**config.mk**
```make
export PLATFORM = sky130hd
export DESIGN_NAME = accum_core
export DESIGN_NICKNAME = d
export VERILOG_FILES = /design/src/rtl/accum_core_pkg.sv /design/src/rtl/accum_progmem.sv /design/src/rtl/accum_control.sv /design/src/rtl/accum_alu_regs.sv /design/src/rtl/accum_datapath.sv /design/src/rtl/accum_core.sv
export SDC_FILE = /design/constraint.sdc
export NUM_CORES = 1
export LEC_CHECK = 0
export BUFFER_PORTS_ARGS = -buffer_cell sky130_fd_sc_hd__buf_4
export CAP_MARGIN = 10
export CORE_MARGIN = 3
export CORE_UTILIZATION = 50
export CTS_CLUSTER_DIAMETER = 150
export CTS_CLUSTER_SIZE = 16
export DETAILED_ROUTE_END_ITERATION = 10
export GPL_ROUTABILITY_DRIVEN = 1
export GPL_TIMING_DRIVEN = 0
export PLACE_DENSITY_LB_ADDON = 0.1
export RECOVER_POWER = 100
export SETUP_SLACK_MARGIN = 0.2
export SYNTH_ARGS = -nofsm -noshare
export SYNTH_HDL_FRONTEND = slang
export SYNTH_SLANG_ARGS = --single-unit
```
**constraint.sdc**
```tcl
create_clock -name clk -period 2.8 [get_ports clk]
set_input_delay 0.14 -clock clk [delete_from_list [all_inputs] [get_ports clk]]
set_output_delay 0.14 -clock clk [all_outputs]
set_load 0.02 [all_outputs]
```
**src/rtl/accum_core_pkg.sv**
```systemverilog
package accum_core_pkg;

  localparam int DATA_W   = 8;
  localparam int IDX_W    = 3;
  localparam int OP_W     = 3;
  localparam int INSTR_W  = OP_W + IDX_W + DATA_W;
  localparam int NUM_GPR  = 4;
  localparam int GPR_SEL_W = $clog2(NUM_GPR);
  localparam int ALU_CTRL_W = 6;

  typedef enum logic [OP_W-1:0] {
    OP_NOP = 3'b000,
    OP_LIT = 3'b001,
    OP_RDW = 3'b010,
    OP_WRR = 3'b011,
    OP_PRT = 3'b100,
    OP_ALU = 3'b101,
    OP_JMP = 3'b110,
    OP_JZ  = 3'b111
  } opcode_e;

  typedef enum logic [1:0] {
    PH_FETCH  = 2'd0,
    PH_DECODE = 2'd1,
    PH_EXEC   = 2'd2
  } phase_e;

  // Strobes handed from control to datapath, valid only in the execute step.
  typedef struct packed {
    logic              valid;
    logic              litToReg;
    logic              regToW;
    logic              wToReg;
    logic              print;
    logic              aluRun;
    logic [IDX_W-1:0]  idx;
    logic [DATA_W-1:0] lit;
  } dp_stb_t;

endpackage

```
**src/rtl/accum_progmem.sv**
```systemverilog
module accum_progmem #(
  parameter int ADDR_W = 6,
  parameter int WORD_W = 14
) (
  input  logic              clk,
  input  logic              wrEn,
  input  logic [ADDR_W-1:0] wrAddr,
  input  logic [WORD_W-1:0] wrWord,
  input  logic              rdEn,
  input  logic [ADDR_W-1:0] rdAddr,
  output logic [WORD_W-1:0] rdWord
);
  localparam int DEPTH = 1 << ADDR_W;

  logic [WORD_W-1:0] store [DEPTH];

  // Read returns the word held before a same-cycle write.
  always_ff @(posedge clk) begin
    if (wrEn) store[wrAddr] <= wrWord;
    if (rdEn) rdWord <= store[rdAddr];
  end

endmodule

```
**src/rtl/accum_control.sv**
```systemverilog
module accum_control
  import accum_core_pkg::*;
#(
  parameter int ADDR_W = 6
) (
  input  logic               clk,
  input  logic               rst,
  input  logic [INSTR_W-1:0] instrWord,
  input  logic               wIsZero,
  output logic               fetchEn,
  output logic [ADDR_W-1:0]  pc,
  output dp_stb_t            dpStb
);
  phase_e            phase;
  logic [ADDR_W-1:0] pcQ;
  dp_stb_t           stbQ;
  dp_stb_t           stbDec;
  logic              jmpQ;
  logic              jzQ;
  logic              jmpDec;
  logic              jzDec;
  logic              taken;
  logic [ADDR_W-1:0] pcNext;
  opcode_e           op;

  assign op = opcode_e'(instrWord[INSTR_W-1 -: OP_W]);

  always_comb begin
    stbDec       = '0;
    stbDec.valid = 1'b1;
    stbDec.idx   = instrWord[DATA_W +: IDX_W];
    stbDec.lit   = instrWord[DATA_W-1:0];
    jmpDec       = 1'b0;
    jzDec        = 1'b0;
    case (op)
      OP_LIT:  stbDec.litToReg = 1'b1;
      OP_RDW:  stbDec.regToW   = 1'b1;
      OP_WRR:  stbDec.wToReg   = 1'b1;
      OP_PRT:  stbDec.print    = 1'b1;
      OP_ALU:  stbDec.aluRun   = 1'b1;
      OP_JMP:  jmpDec          = 1'b1;
      OP_JZ:   jzDec           = 1'b1;
      default: ;
    endcase
  end

  assign taken  = jmpQ | (jzQ & wIsZero);
  assign pcNext = taken ? stbQ.lit[ADDR_W-1:0] : pcQ + 1'b1;

  always_ff @(posedge clk) begin
    if (rst) begin
      phase <= PH_FETCH;
      pcQ   <= '0;
      stbQ  <= '0;
      jmpQ  <= 1'b0;
      jzQ   <= 1'b0;
    end else begin
      case (phase)
        PH_FETCH: phase <= PH_DECODE;
        PH_DECODE: begin
          stbQ  <= stbDec;
          jmpQ  <= jmpDec;
          jzQ   <= jzDec;
          phase <= PH_EXEC;
        end
        default: begin
          stbQ  <= '0;
          jmpQ  <= 1'b0;
          jzQ   <= 1'b0;
          pcQ   <= pcNext;
          phase <= PH_FETCH;
        end
      endcase
    end
  end

  assign fetchEn = (phase == PH_FETCH);
  assign pc      = pcQ;
  assign dpStb   = stbQ;

endmodule

```
**src/rtl/accum_alu_regs.sv**
```systemverilog
module accum_alu_regs
  import accum_core_pkg::*;
(
  input  logic                  clk,
  input  logic                  rst,
  input  logic                  wrEn,
  input  logic [1:0]            wrSel,
  input  logic [DATA_W-1:0]     wrData,
  input  logic                  run,
  input  logic [ALU_CTRL_W-1:0] ctrl,
  input  logic [1:0]            rdSel,
  output logic [DATA_W-1:0]     rdData
);
  localparam int SLOTS = 4;

  logic [DATA_W-1:0] slotQ [SLOTS];
  logic [DATA_W-1:0] xPre, xOp, yPre, yOp, core, result, flagsNew;

  // Operand conditioning, combine, and optional inversion of the result.
  always_comb begin
    xPre   = ctrl[0] ? '0 : slotQ[0];
    xOp    = ctrl[1] ? ~xPre : xPre;
    yPre   = ctrl[2] ? '0 : slotQ[1];
    yOp    = ctrl[3] ? ~yPre : yPre;
    core   = ctrl[4] ? (xOp + yOp) : (xOp & yOp);
    result = ctrl[5] ? ~core : core;
    flagsNew    = '0;
    flagsNew[0] = (result == '0);
    flagsNew[1] = result[DATA_W-1];
  end

  for (genvar s = 0; s < SLOTS; s++) begin : g_slot
    always_ff @(posedge clk) begin
      if (rst) begin
        slotQ[s] <= '0;
      end else if (wrEn && (wrSel == 2'(s))) begin
        slotQ[s] <= wrData;
      end else if (run && s == 2) begin
        slotQ[s] <= result;
      end else if (run && s == 3) begin
        slotQ[s] <= flagsNew;
      end
    end
  end

  assign rdData = slotQ[rdSel];

endmodule

```
**src/rtl/accum_datapath.sv**
```systemverilog
module accum_datapath
  import accum_core_pkg::*;
(
  input  logic              clk,
  input  logic              rst,
  input  dp_stb_t           stb,
  output logic              wIsZero,
  output logic [DATA_W-1:0] outData,
  output logic              outStrobe
);
  logic [DATA_W-1:0] wQ;
  logic [DATA_W-1:0] gprQ [NUM_GPR];
  logic [DATA_W-1:0] aluRd;
  logic [DATA_W-1:0] rdVal;
  logic [DATA_W-1:0] wrVal;
  logic              regWr;
  logic              toAlu;

  assign toAlu = stb.idx[IDX_W-1];
  assign regWr = stb.valid & (stb.litToReg | stb.wToReg);
  assign wrVal = stb.litToReg ? stb.lit : wQ;

  for (genvar g = 0; g < NUM_GPR; g++) begin : g_gpr
    always_ff @(posedge clk) begin
      if (rst) begin
        gprQ[g] <= '0;
      end else if (regWr && !toAlu && stb.idx[GPR_SEL_W-1:0] == GPR_SEL_W'(g)) begin
        gprQ[g] <= wrVal;
      end
    end
  end

  accum_alu_regs u_alu (
    .clk    (clk),
    .rst    (rst),
    .wrEn   (regWr & toAlu),
    .wrSel  (stb.idx[1:0]),
    .wrData (wrVal),
    .run    (stb.valid & stb.aluRun),
    .ctrl   (stb.lit[ALU_CTRL_W-1:0]),
    .rdSel  (stb.idx[1:0]),
    .rdData (aluRd)
  );

  assign rdVal = toAlu ? aluRd : gprQ[stb.idx[GPR_SEL_W-1:0]];

  always_ff @(posedge clk) begin
    if (rst) begin
      wQ <= '0;
    end else if (stb.valid && stb.regToW) begin
      wQ <= rdVal;
    end
  end

  assign wIsZero   = (wQ == '0);
  assign outData   = wQ;
  assign outStrobe = stb.valid & stb.print;

endmodule

```
**src/rtl/accum_core.sv**
```systemverilog
module accum_core
  import accum_core_pkg::*;
#(
  parameter int ADDR_W = 6
) (
  input  logic               clk,
  input  logic               rst,
  input  logic               progWe,
  input  logic [ADDR_W-1:0]  progAddr,
  input  logic [INSTR_W-1:0] progData,
  output logic [DATA_W-1:0]  outData,
  output logic               outStrobe
);
  logic [INSTR_W-1:0] instrWord;
  logic [ADDR_W-1:0]  pcVal;
  logic               fetchEn;
  logic               wZero;
  dp_stb_t            dpStb;

  accum_progmem #(.ADDR_W(ADDR_W), .WORD_W(INSTR_W)) u_mem (
    .clk    (clk),
    .wrEn   (progWe),
    .wrAddr (progAddr),
    .wrWord (progData),
    .rdEn   (fetchEn),
    .rdAddr (pcVal),
    .rdWord (instrWord)
  );

  accum_control #(.ADDR_W(ADDR_W)) u_ctl (
    .clk       (clk),
    .rst       (rst),
    .instrWord (instrWord),
    .wIsZero   (wZero),
    .fetchEn   (fetchEn),
    .pc        (pcVal),
    .dpStb     (dpStb)
  );

  accum_datapath u_dp (
    .clk       (clk),
    .rst       (rst),
    .stb       (dpStb),
    .wIsZero   (wZero),
    .outData   (outData),
    .outStrobe (outStrobe)
  );

endmodule

```
==> results of run 1 <==
-- cell type report --
class	count	area [sq um]	area share [%]
flip-flops and latches	1011	30000	66.7
multi-input cells	749	9810	21.8
clock buffers	95	1970	4.39
well taps	1050	1310	2.92
plain buffers	105	905	2.01
repair buffers	121	876	1.95
clock inverters	3	41.3	0.0919
inverters	5	18.8	0.0418
diodes	2	5.00	0.0111
-- power groups by stage --
stage / registers [W] / clock network (W) / logic, W
floorplan: 0.0171 / 0 / 0.00125
global placement: 0.0171 / 0 / 0.00201
detailed placement: 0.0171 / 0 / 0.00208
CTS: 0.0168 / 0.0100 / 0.00237
global route: 0.0168 / 0.0106 / 0.00250
finish: 0.0168 / 0.00981 / 0.00236
-- synth_stat cells, types with 2 or more instances --
| master | instances | share of area, % |
|---|---|---|
| edfxtp_1 | 974 | 73 |
| mux4_2 | 302 | 17 |
| nor2_1 | 152 | 1.4 |
| clkbuf_1 | 55 | 0.52 |
| dfxtp_1 | 37 | 1.9 |
| nand2_1 | 31 | 0.29 |
| mux2i_1 | 28 | 0.70 |
| a21oi_1 | 25 | 0.31 |
| buf_2 | 24 | 0.30 |
| nand2b_1 | 24 | 0.38 |
| a211oi_1 | 22 | 0.41 |
| xnor2_1 | 22 | 0.48 |
| buf_1 | 19 | 0.18 |
| nor2b_1 | 15 | 0.23 |
| nor3_1 | 14 | 0.18 |
| a22o_1 | 12 | 0.26 |
| ha_1 | 9 | 0.28 |
| a21o_1 | 8 | 0.15 |
| nand3_1 | 8 | 0.10 |
| o21ai_0 | 6 | 0.075 |
| inv_1 | 5 | 0.047 |
| nand3b_1 | 5 | 0.094 |
| nor3b_1 | 5 | 0.094 |
| o22ai_1 | 5 | 0.078 |
| a31o_2 | 4 | 0.088 |
| buf_4 | 4 | 0.075 |
| nand4_1 | 4 | 0.063 |
| o211ai_1 | 4 | 0.075 |
| or2_2 | 4 | 0.063 |
| and2_1 | 3 | 0.047 |
| and3_1 | 3 | 0.047 |
| buf_6 | 3 | 0.085 |
| or3_1 | 3 | 0.047 |
| a211o_1 | 2 | 0.044 |
| a22oi_1 | 2 | 0.038 |
| a2bb2oi_1 | 2 | 0.044 |
| a41oi_1 | 2 | 0.044 |
| nand4b_1 | 2 | 0.044 |
| nor4bb_1 | 2 | 0.050 |
| o21a_1 | 2 | 0.038 |
| o31ai_1 | 2 | 0.038 |
| xor2_1 | 2 | 0.044 |
-- how the worst max path moves through the flow --
stage	start	cells after the start	end	slack [ps]
final	u_ctl.dpStb[2]	11	u_dp.u_alu.slotQ[3][0]	-200
after CTS	u_ctl.dpStb[2]	11	u_dp.u_alu.slotQ[3][0]	-240
after global routing	u_ctl.dpStb[0]	11	u_dp.u_alu.slotQ[3][0]	-260
after detailed placement	u_ctl.pc[1]	7	u_mem.rdWord[0]	-1190
after global placement	u_ctl.pc[1]	7	u_mem.rdWord[0]	-1180
after floorplan	u_ctl.dpStb[0]	11	u_dp.u_alu.slotQ[3][0]	20
-- critical path, stage by stage (launching register included) --
cell and delay, ps:
dfxtp_2 330, clkbuf_8 130, buf_4 130, nand2b_1 160, xnor2_2 170, fa_2 410
a211o_1 300, a2111o_1 380, o211ai_1 170, xor2_1 270, a211oi_2 70, a31o_2 250
-- repair_timing --
| action | in CTS | in global routing |
|---|---|---|
| hold buffers | 0 | 0 |
| buffers inserted | 25 | 4 |
| setup endpoints to repair | 25 | 22 |
| gates resized for setup | 203 | 28 |
| gates cloned | 7 | 0 |
| pin swaps | 20 | 14 |
-- routing by layer --
| metal | up-vias | GRT usage [%] | share of wire, % |
|---|---|---|---|
| li1 | 8124 | - | - |
| met1 | 10500 | 34.3 | 40 |
| met2 | 759 | 39.7 | 50 |
| met3 | 124 | 4.29 | 7.7 |
| met4 | 2 | 5.96 | 2.4 |
| met5 | - | 0 | 0.013 |
-- logic make-up (layout without fill, tap and decap cells) --
group                      count (synthesis)  after routing  share of synthesized area [%]
other                                      0              2                              0
muxes                                    330            330                           17.7
buffers and inverters                    110            329                           1.20
AOI/OAI and AO/OA                        106            106                           1.88
DFF                                     1011           1011                           75.1
and+or+nand+nor                          279            279                           3.24
xor gates and xnor gates                  24             24                          0.526
adders and majority gates                 10             10                          0.332
-- metrics by stage --
stage / cell area [sq um] / hold slack, ps / setup slack (ps)
final: 44900 / 156 / -200
after CTS: 45500 / 76.4 / -241
after detailed placement: 42400 / 463 / -1190
after global routing: 44900 / 168 / -264
after floorplan: 40000 / 239 / 22.4
after global placement: 41500 / 449 / -1180
-- sequential cells by signal, indices dropped and copies added, names as in the netlist, named ones only --
signal            count
u_ctl.jmpQ            1
u_dp.outData          8
u_dp.u_alu.slotQ     32
u_ctl.pc              6
u_ctl.dpStb          17
u_dp.gprQ            32
u_ctl.phase           2
u_mem.rdWord         14
u_mem.store         896
u_ctl.jzQ             1
==> impl_results.md, run 1 <==
- Crit Path Category: flip-flop to flip-flop
- Clock sinks: around 1k
- Worst Path Required: 3170 ps
- Setup-violating endpoint count in the final report: 17
- Seq cells post-synth: roughly 1.0k
- Comb pwr share: 8.1%
- Routed WL per cell: 31.4 um
- GR Overflow Total: 0
- Peak supply drop: about 0.40 mV
- Ys flop type: edfxtp_1
- Pint: 0.0227 W
- Hold WC Path Type: input port to flip-flop
- Max H-tree Level: 3
- Slew margin rel.: -91.9%
- Net Sw Frac: a little over a fifth
- Clock power frac: between 30% and 40%
- Number of I/O pins: 32
- Min cycle time layout: 3000 ps
- CTS buffer count: 73
- Vias in the first global route: approximately 20k
- Cells after DPL: 3005
- Initial DRC Count: 2085
- Hold depth: 3
- Die width: about 290 um
- Via density: a little over 6
- Least-Margin Pin Slew: between 2000 and 3000 ps
- Power, Total: roughly 0.029 W
- Worst EP arrival: between 3000 and 4000 ps
- DPL Wire Length: ~64000 um
- Layout Skew: approximately 22 ps
- Fmax: about 330 MHz
- Hold Crit Endpoint: u_mem.store[52][1]
- Mapped Cells: ~1.9k
- Startpoint types: flip-flop
- Most common cell after layout, fill and taps aside: edfxtp_1
- Synth warn: 0
- Die H: 289 um
- Sequential-to-total area share from yosys stat: between 70% and 80%
- RePlAce Congestion: about 0.84
- Worst-path clk slew: 80 ps
- Static Leak: between 10 and 15 nW
- Global Route Usage Sum: roughly a quarter
- Distinct cells, synth: between 50 and 60
- RR Startpoint: u_ctl.dpStb[2]
- Worst-Skew Late Latency: 620 ps
- Final net count: 2099
- Non-Filler Instances: roughly 3.1k
- Initial antenna violation count: 7
- Drc violations: 0
- RSZ-0062 raised after global routing: true
- Core area: 79000 sq um
- Remaining antenna violation count: 0
- Syn Area/Cell: 21.4 sq um
- Final WL: between 90000 and 100000 um
- Net Sw Power: 0.00627 W
- PwrDens: ~650 nW/um^2
- Netlist Area Pre-Place: roughly 40000 sq um
- Worst Path Max Fanout: 3
- Hold Startpoint: progAddr[4]
- Initial core utilization: roughly half
- Most frequent cells in the layout: edfxtp_1 (974), mux4_2 (302), nor2_1 (151)
- PortBufs: 29
- Full die area: about 83000 sq um
- # fillers: approximately 5.9k
- Violated checks: max-capacitance violations, max-slew violations, negative setup slack
- Worst R2R Setup Slack: -200 ps
- Setup tns final: -1510 ps
- Slew Viols, Final: just over 700
- Total nets after synthesis: between 1.5k and 2k
- Worst flop-to-flop path endpoint: u_dp.u_alu.slotQ[3][0]
- Final Hold Viols: 0
- Worst setup EP type: flip-flop
- Reg2Reg Depth: 11
- Tcrit/Tclk final: 107%
- Clock Path Buffers: 3
- Vias: about 20k
- DRT Pass-1 Iters: 5
- Number of core rows: about 100
- Largest net degree at the start of global routing: 65
- Setup WS post-layout: -200 ps
- Share of layout cells above drive strength 1: between 20% and 30%
- Async SR Flop Fraction: 0%
- Clock Tree Root: clkbuf_16
- Fin util: between 50% and 60%
- CTS tree: built
- Area Overhead vs Synth: 12.5%
- First-pass GRT wire length: approximately 140000 um
- Post-synth EDFFs: 974
- Max Cap Viol: 16
- Status: finished, violations left
- Part of the power in registers: between 50% and 60%
(Power assumes the default switching activity.)
==> run 2: changes to the inputs <==
- CORE_UTILIZATION: 50 -> 23
- GPL_TIMING_DRIVEN: 0 -> 1
==> impl_results.md, run 2 (same netlist as run 1, synthesis figures left out) <==
- Setup-violating endpoint count in the final report: 3 (-14)
- Least-Margin Pin Slew: 2980 ps (+100 ps)
- Number of core rows: 152 (+48%)
- CP peak stage delay: 470 ps (+60 ps)
- DRT Pass-1 Iters: 5 (unchanged)
- Worst Path Buf+Inv: 0 (-2)
- Most frequent cells in the layout: edfxtp_1 (974), mux4_2 (302), nor2_1 (152)
- Most common cell after layout, fill and taps aside: edfxtp_1
- Clock power frac: 34.5% (+0.7 points)
- Max H-tree Level: 3 (unchanged)
- Vias in the first global route: 20.5k (+2.9%)
- Area Overhead vs Synth: 18.7%
- Worst R2R Setup Slack: -30 ps (+170 ps)
- Static Leak: 13.9 nW (+3.3%)
- Worst-Skew Late Latency: 680 ps (+60 ps)
- Comb pwr share: 8.6% (+0.5 points)
- DPL Wire Length: 72800 um (+13%)
- Startpoint types: flip-flop
- CP max stage cell: edfxtp_1
- Cells after DPL: 4282 (+42%)
- Most flops, register: u_mem.store
- Initial core utilization: 23.2% (-27 points)
- Clock Tree Root: clkbuf_16
- Fmax: 353 MHz (+6.0%)
- Die width: 423 um (+46%)
- First-pass GRT wire length: 169000 um (+19%)
- Crit Path Category: flip-flop to flip-flop
- Pre-CTS setup slack: -399 ps (+786 ps)
- Layout Skew: 25.6 ps (+3.31 ps)
- Cell family with most CP delay: compound AO/OA/AOI/OAI gates
- RR Startpoint: u_dp.u_alu.slotQ[0][0]
- Routed WL per cell: 27.0 um (-14%)
- Hold Crit Endpoint: u_mem.store[54][4]
- Number of flip-flops in the largest register: 896 (unchanged)
- RePlAce Congestion: 0.735 (-12%)
- Tcrit/Tclk final: 101% (-6.0 points)
- PwrDens: 625 nW/um^2 (-3.1%)
- Worst Path Max Fanout: 3 (unchanged)
- Drc violations: 0 (unchanged)
- Initial antenna violation count: 18 (+11)
- PortBufs: 31 (+6.9%)
- Full die area: 179000 sq um (+110%)
- Worst-path clk slew: 80 ps (about the same)
- Worst setup EP type: flip-flop
- Hold depth: 3 (unchanged)
- Worst EP arrival: 3250 ps (-120 ps)
- Status: finished, violations left
- GR Overflow Total: 0 (unchanged)
- Min cycle time layout: 2830 ps (-169 ps)
- Largest net degree at the start of global routing: 65 (unchanged)
- Non-Filler Instances: 4469 (+42%)
- Remaining antenna violation count: 0 (unchanged)
- Global Route Usage Sum: 13.4% (-11 points)
- Top Registers: u_mem.store: 896 flops, u_dp.gprQ: 32 flops, u_dp.u_alu.slotQ: 32 flops
- Initial DRC Count: 1695 (-19%)
- Clock Path Buffers: 3 (unchanged)
- Worst flop-to-flop path endpoint: u_dp.u_alu.slotQ[3][0]
- Violated checks: max-capacitance violations, max-slew violations, negative setup slack
- Part of the power in registers: 56.9% (-1.1 points)
- Fin util: 27.5% (-29 points)
- Final Hold Viols: 0 (unchanged)
- Setup WS post-layout: -30.7 ps (+169 ps)
- Ordered list of cells on the worst path: nand2b_4, xnor2_2, ha_2, fa_2, a211o_1, a2111o_1, o211ai_1, xor2_1, a211oi_2, a31o_2
- Core area: 172000 sq um (+120%)
- Die H: 423 um (+46%)
- Final WL: 121000 um (+23%)
- Reg2Reg Depth: 10 (-1)
- RSZ-0062 raised after global routing: true
- Slew margin rel.: -98.5% (-6.7 points)
- Max Cap Viol: 20 (+4)
- Peak supply drop: 0.491 mV (+23%)
- Hold Startpoint: progAddr[0]
- Net Sw Power: 0.00666 W (+6.2%)
- Vias: 19.6k (+0.44%)
- Slew Viols, Final: 746 (+6.0%)
- Clock sinks: 1011 (unchanged)
- Share of layout cells above drive strength 1: 29.2% (+2.8 points)
- Pint: 0.0230 W (+1.1%)
- Net Sw Frac: 22.5% (+0.84 points)
- Number of I/O pins: 32 (unchanged)
- Final net count: 2142 (+2.0%)
- Via density: 4.39 (-29%)
- CTS buffer count: 73 (unchanged)
- CTS tree: built
- Hold WC Path Type: input port to flip-flop
- Worst Path Required: 3220 ps (+50 ps)
==> run 2: cell types whose count changed in the layout (fill, tap and decap cells not counted), moves of 7 or more <==
cell,previous run,this run
buf_4,31,94
diode_2,2,20
buf_12,18,32
buf_16,9,19
clkbuf_1,124,114
buf_2,9,0
clkbuf_4,8,0
clkbuf_2,20,13
mux2i_1,20,27
==> run 2: stage by stage <==
stage | setup TNS [ps] | instance area [sq um] | hold WS [ps] | total power [W]
after detailed placement | -599 | 44300 | 458 | 0.0195
after global routing | -351 | 47400 | 49.2 | 0.0308
after CTS | -84.4 | 47500 | 4.72 | 0.0301
after floorplan | 0 | 40000 | 239 | 0.0184
after global placement | -498 | 44300 | 454 | 0.0194
final | -49.4 | 47400 | 67.0 | 0.0296
==> run 2: worst max-delay path by stage <==
stage | startpoint | endpoint | slack (ps) | cells after the start
2_1_floorplan | u_ctl.dpStb[0] | u_dp.u_alu.slotQ[3][0] | 20 | 11
3_3_place_gp | u_ctl.pc[0] | u_mem.rdWord[7] | -420 | 6
3_5_place_dp | u_ctl.pc[0] | u_mem.rdWord[7] | -400 | 6
4_1_cts | u_dp.u_alu.slotQ[0][0] | u_dp.u_alu.slotQ[3][0] | -50 | 10
5_1_grt | u_ctl.dpStb[2] | u_dp.u_alu.slotQ[3][0] | -140 | 10
6_report | u_dp.u_alu.slotQ[0][0] | u_dp.u_alu.slotQ[3][0] | -30 | 10
==> run 2: layer usage <==
metal  global-route usage (%)  wire length, um
met1                     18.6            54900
met4                     3.02             2450
met2                     22.0            58300
met3                     2.27             4920
met5                        0              213
==> run 2: repair_timing <==
item | CTS | global route
hold endpoints to repair | 58 | 0
setup endpoints to repair | 20 | 22
buffers inserted | 33 | 11
hold buffers | 4 | 0
pin swaps | 13 | 26
resized for setup | 80 | 37
cloned | 13 | 1
==> run 2: power groups by stage <==
stage / Sequential, W / Clock (W) / Combinational [W]
final: 0.0169 / 0.0102 / 0.00256
after global routing: 0.0169 / 0.0112 / 0.00275
after CTS: 0.0168 / 0.0107 / 0.00256
after detailed placement: 0.0172 / 0 / 0.00225
after global placement: 0.0172 / 0 / 0.00223
after floorplan: 0.0171 / 0 / 0.00125
==> run 2: final cells by class <==
class | count | area [sq um]
multi-input combinational | 749 | 9790
inverter | 5 | 18.8
clock buffer | 103 | 2020
fill | 17000 | 125000
sequential | 1011 | 30000
timing repair buffer | 269 | 2590
clock inverter | 2 | 36.3
tap | 2310 | 2890
antenna | 20 | 50.0
==> run 2: worst min-delay path, cell delays in order <==
cell and delay (ps):
buf_4 140, or2_2 140, nor2_1 110
